--- config.mk ---
export PLATFORM = sky130hd
export DESIGN_NAME = sdr2b_guard
export DESIGN_NICKNAME = d
export VERILOG_FILES = /design/src/rtl/sdr2b_pkg.sv /design/src/rtl/sdr2b_decode.sv /design/src/rtl/sdr2b_bank.sv /design/src/rtl/sdr2b_guard.sv
export SDC_FILE = /design/constraint.sdc
export NUM_CORES = 1
export LEC_CHECK = 0
export BUFFER_PORTS_ARGS = -buffer_cell sky130_fd_sc_hd__buf_2
export CORE_ASPECT_RATIO = 1.5
export CORE_MARGIN = 5
export CORE_UTILIZATION = 50
export CTS_CLUSTER_DIAMETER = 150
export CTS_CLUSTER_SIZE = 20
export DETAILED_ROUTE_END_ITERATION = 10
export PLACE_DENSITY = 0.73
export SLEW_MARGIN = 30
export SYNTH_ARGS = -nofsm -noshare
export SYNTH_HDL_FRONTEND = slang
export SYNTH_SLANG_ARGS = --single-unit
--- constraint.sdc ---
create_clock -name clk -period 3.4 [get_ports clk]
set_clock_uncertainty 0.15 [all_clocks]
set_input_delay 0.68 -clock clk [delete_from_list [all_inputs] [get_ports clk]]
set_output_delay 0.68 -clock clk [all_outputs]
set_load 0.01 [all_outputs]
--- src/rtl/sdr2b_pkg.sv ---
`timescale 1ns/1ps
package sdr2b_pkg;

  typedef enum logic [2:0] {
    K_NOP, K_ACT, K_RD, K_WR, K_PRE, K_PALL, K_REF, K_MRS
  } cmd_e;

  typedef enum logic [1:0] {
    S_IDLE, S_OPEN, S_AUTO
  } bank_st_e;

  typedef enum logic [3:0] {
    Y_OK     = 4'd0,
    Y_CLOSED = 4'd1,
    Y_OPEN   = 4'd2,
    Y_AUTO   = 4'd3,
    Y_RCD    = 4'd4,
    Y_RAS    = 4'd5,
    Y_WREC   = 4'd6,
    Y_RP     = 4'd7,
    Y_RC     = 4'd8,
    Y_RRD    = 4'd9,
    Y_BUSY   = 4'd10
  } why_e;

endpackage

--- src/rtl/sdr2b_decode.sv ---
`timescale 1ns/1ps
module sdr2b_decode
  import sdr2b_pkg::*;
(
  input  logic cs_n,
  input  logic ras_n,
  input  logic cas_n,
  input  logic we_n,
  input  logic a10,
  output cmd_e cmd
);

  always_comb begin
    cmd = K_NOP;
    if (!cs_n) begin
      case ({ras_n, cas_n, we_n})
        3'b011:  cmd = K_ACT;
        3'b101:  cmd = K_RD;
        3'b100:  cmd = K_WR;
        3'b010:  cmd = a10 ? K_PALL : K_PRE;
        3'b001:  cmd = K_REF;
        3'b000:  cmd = K_MRS;
        default: cmd = K_NOP;
      endcase
    end
  end

endmodule

--- src/rtl/sdr2b_bank.sv ---
`timescale 1ns/1ps
module sdr2b_bank
  import sdr2b_pkg::*;
#(
  parameter int T_RCD     = 3,
  parameter int T_RAS     = 7,
  parameter int T_RP      = 3,
  parameter int T_RC      = 10,
  parameter int T_WR      = 1,
  parameter int BURST     = 4,
  parameter int T_RAS_MAX = 14286,
  parameter int ROW_W     = 11
) (
  input  logic             clk,
  input  logic             rst_n,
  input  logic             do_act,
  input  logic             do_rd,
  input  logic             do_wr,
  input  logic             do_pre,
  input  logic             ap,
  input  logic [ROW_W-1:0] row_in,
  output bank_st_e         st,
  output logic             rcd_ok,
  output logic             ras_ok,
  output logic             rp_ok,
  output logic             rc_ok,
  output logic             wr_ok,
  output logic             ras_over,
  output logic [ROW_W-1:0] row_q
);

  localparam int CNT_W  = $clog2(T_RAS_MAX + 1);
  localparam int HOLD_W = $clog2(BURST + T_WR + 1);
  localparam logic [CNT_W-1:0]  CMAX    = {CNT_W{1'b1}};
  localparam logic [CNT_W-1:0]  CONE    = CNT_W'(1);
  localparam logic [HOLD_W-1:0] RD_LOAD = HOLD_W'(BURST - 1);
  localparam logic [HOLD_W-1:0] WR_LOAD = HOLD_W'(BURST - 2 + T_WR);

  bank_st_e          st_q, st_d;
  logic [CNT_W-1:0]  act_cnt_q, act_cnt_d;
  logic [CNT_W-1:0]  pre_cnt_q, pre_cnt_d;
  logic [HOLD_W-1:0] wr_hold_q, wr_hold_d;
  logic [HOLD_W-1:0] ap_cnt_q, ap_cnt_d;
  logic              close_now;
  logic              row_en;

  assign rcd_ok   = act_cnt_q >= CNT_W'(T_RCD);
  assign ras_ok   = act_cnt_q >= CNT_W'(T_RAS);
  assign rc_ok    = act_cnt_q >= CNT_W'(T_RC);
  assign rp_ok    = pre_cnt_q >= CNT_W'(T_RP);
  assign wr_ok    = (wr_hold_q == '0);
  assign ras_over = (st_q != S_IDLE) && (act_cnt_q >= CNT_W'(T_RAS_MAX));
  assign st       = st_q;
  assign row_en   = do_act;

  // internal closing point of a self-closing bank
  assign close_now = (st_q == S_AUTO) && (ap_cnt_q == '0) && ras_ok && wr_ok;

  always_comb begin
    st_d = st_q;
    case (st_q)
      S_IDLE:  if (do_act) st_d = S_OPEN;
      S_OPEN: begin
        if (do_pre)                      st_d = S_IDLE;
        else if ((do_rd || do_wr) && ap) st_d = S_AUTO;
      end
      S_AUTO:  if (close_now) st_d = S_IDLE;
      default: st_d = S_IDLE;
    endcase

    if (do_act)                 act_cnt_d = CONE;
    else if (act_cnt_q != CMAX) act_cnt_d = act_cnt_q + CONE;
    else                        act_cnt_d = act_cnt_q;

    if (do_pre || close_now)    pre_cnt_d = CONE;
    else if (pre_cnt_q != CMAX) pre_cnt_d = pre_cnt_q + CONE;
    else                        pre_cnt_d = pre_cnt_q;

    if (do_wr)                  wr_hold_d = WR_LOAD;
    else if (wr_hold_q != '0)   wr_hold_d = wr_hold_q - HOLD_W'(1);
    else                        wr_hold_d = wr_hold_q;

    if (do_rd && ap)            ap_cnt_d = RD_LOAD;
    else if (do_wr && ap)       ap_cnt_d = WR_LOAD;
    else if (ap_cnt_q != '0)    ap_cnt_d = ap_cnt_q - HOLD_W'(1);
    else                        ap_cnt_d = ap_cnt_q;
  end

  always_ff @(posedge clk or negedge rst_n) begin
    if (!rst_n) begin
      st_q      <= S_IDLE;
      act_cnt_q <= CMAX;
      pre_cnt_q <= CMAX;
      wr_hold_q <= '0;
      ap_cnt_q  <= '0;
    end else begin
      st_q      <= st_d;
      act_cnt_q <= act_cnt_d;
      pre_cnt_q <= pre_cnt_d;
      wr_hold_q <= wr_hold_d;
      ap_cnt_q  <= ap_cnt_d;
    end
  end

  always_ff @(posedge clk or negedge rst_n) begin
    if (!rst_n)      row_q <= '0;
    else if (row_en) row_q <= row_in;
  end

  assert_act_from_idle_R4: assert property (@(posedge clk) disable iff (!rst_n)
    do_act |-> (st_q == S_IDLE) && rp_ok && rc_ok);

  assert_col_after_rcd_R2: assert property (@(posedge clk) disable iff (!rst_n)
    (do_rd || do_wr) |-> (st_q == S_OPEN) && rcd_ok);

  assert_pre_rules_R3: assert property (@(posedge clk) disable iff (!rst_n)
    do_pre |-> ras_ok && wr_ok);

  assert_auto_no_reopen_R7: assert property (@(posedge clk) disable iff (!rst_n)
    (st_q == S_AUTO) |=> (st_q != S_OPEN));

  assert_open_after_act_R13: assert property (@(posedge clk) disable iff (!rst_n)
    do_act |=> (st_q == S_OPEN) && (row_q == $past(row_in)));

endmodule

--- src/rtl/sdr2b_guard.sv ---
`timescale 1ns/1ps
module sdr2b_guard
  import sdr2b_pkg::*;
#(
  parameter int T_RCD     = 3,
  parameter int T_RAS     = 7,
  parameter int T_RP      = 3,
  parameter int T_RC      = 10,
  parameter int T_RRD     = 2,
  parameter int T_WR      = 1,
  parameter int BURST     = 4,
  parameter int T_RAS_MAX = 14286,
  parameter int ROW_W     = 11
) (
  input  logic             clk,
  input  logic             rst_n,
  input  logic             cs_n,
  input  logic             ras_n,
  input  logic             cas_n,
  input  logic             we_n,
  input  logic             ba,
  input  logic             a10,
  input  logic [ROW_W-1:0] row_addr,
  output logic             cmd_ok,
  output logic [3:0]       why_code,
  output logic [1:0]       bank_active,
  output logic [ROW_W-1:0] row_a,
  output logic [ROW_W-1:0] row_b,
  output logic [1:0]       ras_over
);

  localparam int NB    = 2;
  localparam int RRD_W = $clog2(T_RRD + 1);
  localparam logic [RRD_W-1:0] RRD_LIM = RRD_W'(T_RRD);

  cmd_e             cmd;
  why_e             why;
  bank_st_e         st       [NB];
  logic             rcd_ok   [NB];
  logic             ras_ok   [NB];
  logic             rp_ok    [NB];
  logic             rc_ok    [NB];
  logic             wr_ok    [NB];
  logic             over_b   [NB];
  logic [ROW_W-1:0] row_q    [NB];
  logic [RRD_W-1:0] rrd_q, rrd_d;
  logic             rrd_ok;

  sdr2b_decode u_dec (
    .cs_n  (cs_n),
    .ras_n (ras_n),
    .cas_n (cas_n),
    .we_n  (we_n),
    .a10   (a10),
    .cmd   (cmd)
  );

  for (genvar b = 0; b < NB; b++) begin : g_bank
    logic hit;
    assign hit = (ba == 1'(b));
    sdr2b_bank #(
      .T_RCD(T_RCD), .T_RAS(T_RAS), .T_RP(T_RP), .T_RC(T_RC),
      .T_WR(T_WR), .BURST(BURST), .T_RAS_MAX(T_RAS_MAX), .ROW_W(ROW_W)
    ) u_bank (
      .clk      (clk),
      .rst_n    (rst_n),
      .do_act   (cmd_ok && (cmd == K_ACT) && hit),
      .do_rd    (cmd_ok && (cmd == K_RD) && hit),
      .do_wr    (cmd_ok && (cmd == K_WR) && hit),
      .do_pre   (cmd_ok && (st[b] == S_OPEN) &&
                 (((cmd == K_PRE) && hit) || (cmd == K_PALL))),
      .ap       (a10),
      .row_in   (row_addr),
      .st       (st[b]),
      .rcd_ok   (rcd_ok[b]),
      .ras_ok   (ras_ok[b]),
      .rp_ok    (rp_ok[b]),
      .rc_ok    (rc_ok[b]),
      .wr_ok    (wr_ok[b]),
      .ras_over (over_b[b]),
      .row_q    (row_q[b])
    );
    assign bank_active[b] = (st[b] != S_IDLE);
    assign ras_over[b]    = over_b[b];
  end

  assign row_a = row_q[0];
  assign row_b = row_q[1];

  function automatic why_e pre_why(bank_st_e s, logic ras_done, logic wr_done);
    if (s == S_AUTO)                 return Y_AUTO;
    if ((s == S_OPEN) && !ras_done)  return Y_RAS;
    if ((s == S_OPEN) && !wr_done)   return Y_WREC;
    return Y_OK;
  endfunction

  assign rrd_ok = (rrd_q >= RRD_LIM);

  always_comb begin
    why = Y_OK;
    case (cmd)
      K_ACT: begin
        if (st[ba] == S_AUTO)      why = Y_AUTO;
        else if (st[ba] == S_OPEN) why = Y_OPEN;
        else if (!rp_ok[ba])       why = Y_RP;
        else if (!rc_ok[ba])       why = Y_RC;
        else if (!rrd_ok)          why = Y_RRD;
      end
      K_RD, K_WR: begin
        if (st[ba] == S_AUTO)      why = Y_AUTO;
        else if (st[ba] == S_IDLE) why = Y_CLOSED;
        else if (!rcd_ok[ba])      why = Y_RCD;
      end
      K_PRE:  why = pre_why(st[ba], ras_ok[ba], wr_ok[ba]);
      K_PALL: begin
        why = pre_why(st[0], ras_ok[0], wr_ok[0]);
        if (why == Y_OK) why = pre_why(st[1], ras_ok[1], wr_ok[1]);
      end
      K_REF, K_MRS: begin
        if ((st[0] != S_IDLE) || (st[1] != S_IDLE) || !rp_ok[0] || !rp_ok[1])
          why = Y_BUSY;
      end
      default: why = Y_OK;
    endcase
  end

  assign cmd_ok   = (why == Y_OK);
  assign why_code = why;

  always_comb begin
    if (cmd_ok && (cmd == K_ACT)) rrd_d = RRD_W'(1);
    else if (!rrd_ok)             rrd_d = rrd_q + RRD_W'(1);
    else                          rrd_d = rrd_q;
  end

  always_ff @(posedge clk or negedge rst_n) begin
    if (!rst_n) rrd_q <= RRD_LIM;
    else        rrd_q <= rrd_d;
  end

  assert_act_spacing_R5: assert property (@(posedge clk) disable iff (!rst_n)
    (cmd_ok && (cmd == K_ACT)) |=> !rrd_ok);

  assert_refresh_idle_R9: assert property (@(posedge clk) disable iff (!rst_n)
    (cmd_ok && ((cmd == K_REF) || (cmd == K_MRS))) |-> (bank_active == 2'b00));

  assert_pall_closes_R8: assert property (@(posedge clk) disable iff (!rst_n)
    (cmd_ok && (cmd == K_PALL)) |=> (bank_active == 2'b00));

  assert_over_only_open_R10: assert property (@(posedge clk) disable iff (!rst_n)
    (ras_over != 2'b00) |-> ((ras_over & ~bank_active) == 2'b00));

endmodule

==> summary.md <==
Averaged over all synthesized cells, the footprint is 9.925 um^2. The clock drives 96 sinks. The pre-antenna-repair detailed-routing pass consisted of 5 iterations. Final count of hold timing violations: 0. The highest ir drop seen on vdd was 0.0004982 V. After synthesis, the largest family of logic cells by area is simple AND/OR/NAND/NOR gates. Once layout is complete, the utilization of the core stands at 62.33%. From left edge to right edge, the die measures 96.16 um. The total congestion overflow was 0.

The library cell used most frequently in the layout, excluding fill and tap cells, is sky130_fd_sc_hd__nor2_1. Entering global routing, the biggest net connects 45 pins. In this run the critical register-to-register path is captured at g_bank[1].u_bank.pre_cnt_q[7]. The number of flip-flops and latches in the synthesized netlist is 96, and the count of maximum capacitance violations is 0. The tools report the launching point of the worst reg2reg path as g_bank[1].u_bank.act_cnt_q[11]. The number of nets in the synthesized netlist is 595. In this run the core area contains 47 standard-cell rows.

The height of the die works out to 139.2 um. Across all layers, the routed design uses 4619 vias. The proportion of layout cells with a drive suffix above 1 is 37.46%, and the fraction of synthesis flops using an asynchronous set or reset pin is 100.0%. TritonCTS built the clock tree. During synthesis, Yosys emitted a total of 0 warnings. The signal on the critical path passes through nor4_4, nand4_1, nand3_1, a211o_1, nand4b_4, buf_4, nor4_4, buf_2. The areal power density over the cells is 904.8 nW/um^2. The tools report the distinct cell type count after synthesis as 62. The class of the most critical hold timing path was in2async. The setup check on the worst reg-to-reg path leaves a slack of 110 ps. The number of buffers inserted during clock tree synthesis is 9.

The final HPWL from detailed placement was 9827 um. The worst setup path is captured at an output port. The clock reaches the later pin of the worst-skew pair after 350 ps. The most numerous cell on the critical path is sky130_fd_sc_hd__nor4_4. The die area was 13390 um^2; the worst slew slack as a fraction of its limit was 41.66%. After detailed routing, the number of vias per cell comes to 5.710. The most critical setup path has its endpoint at cmd_ok. The most used flip-flop cell after synthesis is sky130_fd_sc_hd__dfstp_2. The clock edge transition at the registers on the reported setup and hold paths works out to 70 ps. After the first detailed-routing iteration, the DRC count stood at 222. Maximum fanout count along the critical path: 5. Number of antenna repair diodes: 0. The basic-gate share of the synthesized area counting and, or, nand and nor cells was 25.93%. For this run, the slowest stage of the critical path takes 410 ps.

Buffers inserted to repair hold after CTS numbered 0. The combined area of all synthesized cells is 5568 um^2. After detailed routing, the total wire length is 13780 um. The final worst-path cycle share was 99.53%; the number of standard cells after synthesis was 561. The run gives 0.002906 uW as the leakage power.

Summing the areas of all fa, ha and maj instances in the mapped netlist gives 3.371% of the synthesized area. The count of placed standard cells including taps is 773, and the post-route non-filler standard cell count is 809. The run gives 21.06% as the total routing resource utilization after global routing. For the deepest clock path buffer count, the log shows 2. For the worst setup path, the data required time is 2570 ps.

The H-tree generated during clock tree synthesis spans 3 levels. Library cell contributing the largest single delay on the critical path: sky130_fd_sc_hd__dfstp_2. The tools report the max-slew violation count as 0. The worst setup path startpoint was g_bank[1].u_bank.act_cnt_q[11].

For the first-pass GRT wire length, the log shows 22390 um. Measured against the total synthesized area, the mux share comes to 6.090%. The area growth from synthesis to layout is 23.10%. The top cell types in the final layout, fill and taps aside, are sky130_fd_sc_hd__nor2_1, sky130_fd_sc_hd__dfstp_2, sky130_fd_sc_hd__buf_4, sky130_fd_sc_hd__buf_2, sky130_fd_sc_hd__nor3_1. For the number of global-route vias before repair, the log shows 4726. After the last flow step, the layout net total stands at 691.

During I/O placement, the number of pins put on the boundary was 50. After floorplanning, the core was sized to cover 11000 um^2. After detailed routing, the average wire length per cell comes to 17.03 um. The run gives 50.63% as the starting density of the core. Setup repair after global routing could not meet its margin everywhere. Arrival time of the worst setup path: 2550 ps. Summing the areas of all compound-gate instances in the mapped netlist gives 9.640% of the synthesized area. The number of antenna violations at the first check in global routing was 0; the number of cells on the worst reg-to-reg path was 10. Maximum clock frequency: 295.5 MHz. Buffers placed on the I/O ports in this run total 49. The final-report setup violation count came out at 0. The time the worst path needs with I/O delays and setup was 3384 ps. The run finished with clean final reports. The kind of start point of the critical path is a register. For the final RePlAce weighted congestion, the log shows 0.9203. Summing the sequential cell areas from Yosys gives 44.43% of the chip area. After detailed routing, the number of remaining DRC violations is 0. Power comes to 6201 uW. Counting flops with a built-in enable in the synthesized netlist gives 0. In this run the remaining antenna-violating nets after routing total 0. The transition time at the pin with the least slew margin came out at 867.8 ps. The tools report the buffer cell driving the clock tree root as sky130_fd_sc_hd__clkbuf_16. The critical path in this run is classified as reg2out.

After Yosys synthesis, XOR and XNOR cells account for 7.079% of the synthesized area.
[state kept, by name, indices dropped and copies added, names as in the netlist]
signal,flops
g_bank.u_bank.ap_cnt_q,6
g_bank.u_bank.row_q,22
g_bank.u_bank.st,4
g_bank.u_bank.pre_cnt_q,28
rrd_q,2
g_bank.u_bank.wr_hold_q,6
g_bank.u_bank.act_cnt_q,28
[per-layer routing]
layer  up-vias  track usage (%)  wire length, um
li1       2223                -                -
met1      2248            24.84             5344
met2       114            36.62             7422
met3        34            4.428              571
met4         0            8.021              440
met5         -                0                0
[layout make-up]
cell class	count	area, um^2
Clock buffer	9	225.2
Clock inverter	7	65.06
Fill cell	895	4143
Inverter	22	82.58
Multi-Input combinational cell	424	3105
Sequential cell	96	2474
Tap cell	147	183.9
Timing Repair Buffer	104	718.2
[where the power goes]
part	leakage [uW]	internal (uW)	switching, uW
Clock	0.000137	511	474
Combinational	0.00169	1300	1320
Sequential	0.00108	1960	636
[synth_stat cells, drive strengths merged (16+ instances only)]
| cell type | count | area [um^2] |
|---|---|---|
| dfstp | 57 | 1498 |
| nor2 | 68 | 255.2 |
| nor3 | 41 | 205.2 |
| xor2 | 25 | 219.0 |
| dfrtp | 39 | 975.9 |
| o21ai | 16 | 80.08 |
| nor4 | 16 | 146.4 |
| nand3 | 25 | 130.1 |
| xnor2 | 20 | 175.2 |
| mux2 | 23 | 259.0 |
| inv | 22 | 82.58 |
| nand2 | 37 | 138.9 |
[worst max-delay path, delay by kind of cell (launching register included)]
family	cells	cell delay (ps)
flip-flops	1	410
AO/OA/AOI/OAI	1	220
buffers and inverters	2	340
AND/OR/NAND/NOR	5	1240
[worst min-delay path by stage]
| stage | from | end | slack [ps] | cells past startpoint |
|---|---|---|---|---|
| after CTS | rst_n | g_bank[1].u_bank.row_q[0] | 130 | 1 |
| after global routing | rst_n | g_bank[0].u_bank.row_q[0] | 150 | 1 |
| after global placement | g_bank[1].u_bank.row_q[2] | g_bank[1].u_bank.row_q[2] | 320 | 1 |
| after floorplan | rst_n | g_bank[0].u_bank.ap_cnt_q[0] | 230 | 0 |
| final | rst_n | g_bank[0].u_bank.row_q[0] | 130 | 1 |
| after detailed placement | g_bank[1].u_bank.row_q[2] | g_bank[1].u_bank.row_q[2] | 330 | 1 |
[cells by family (layout without fill, tap and decap cells)]
group	Yosys count	count (layout)
multiplexers	31	31
AO/OA/AOI/OAI	72	72
buffers and inverters	41	142
flip-flops	96	96
AND/OR/NAND/NOR	261	261
adder cells (fa/ha/maj)	15	15
XOR/XNOR	45	45
[through the flow]
stage	instance area, um^2	setup TNS [ps]	setup WS, ps	hold slack (ps)
2_1_floorplan	5568	0	64.63	234.4
3_3_place_gp	6190	0	59.35	315.1
3_5_place_dp	6190	0	10.05	326.6
4_1_cts	6630	0	0.3275	134.6
5_1_grt	6854	-75.84	-75.84	149.0
6_report	6854	0	16.07	128.5
[what timing repair did]
action / CTS / global route
setup endpoints to repair: 2 / 2
pin swaps: 2 / 18
buffers inserted: 2 / 18
gates resized for setup: 24 / 15
Power figures use the tool's default switching activity.
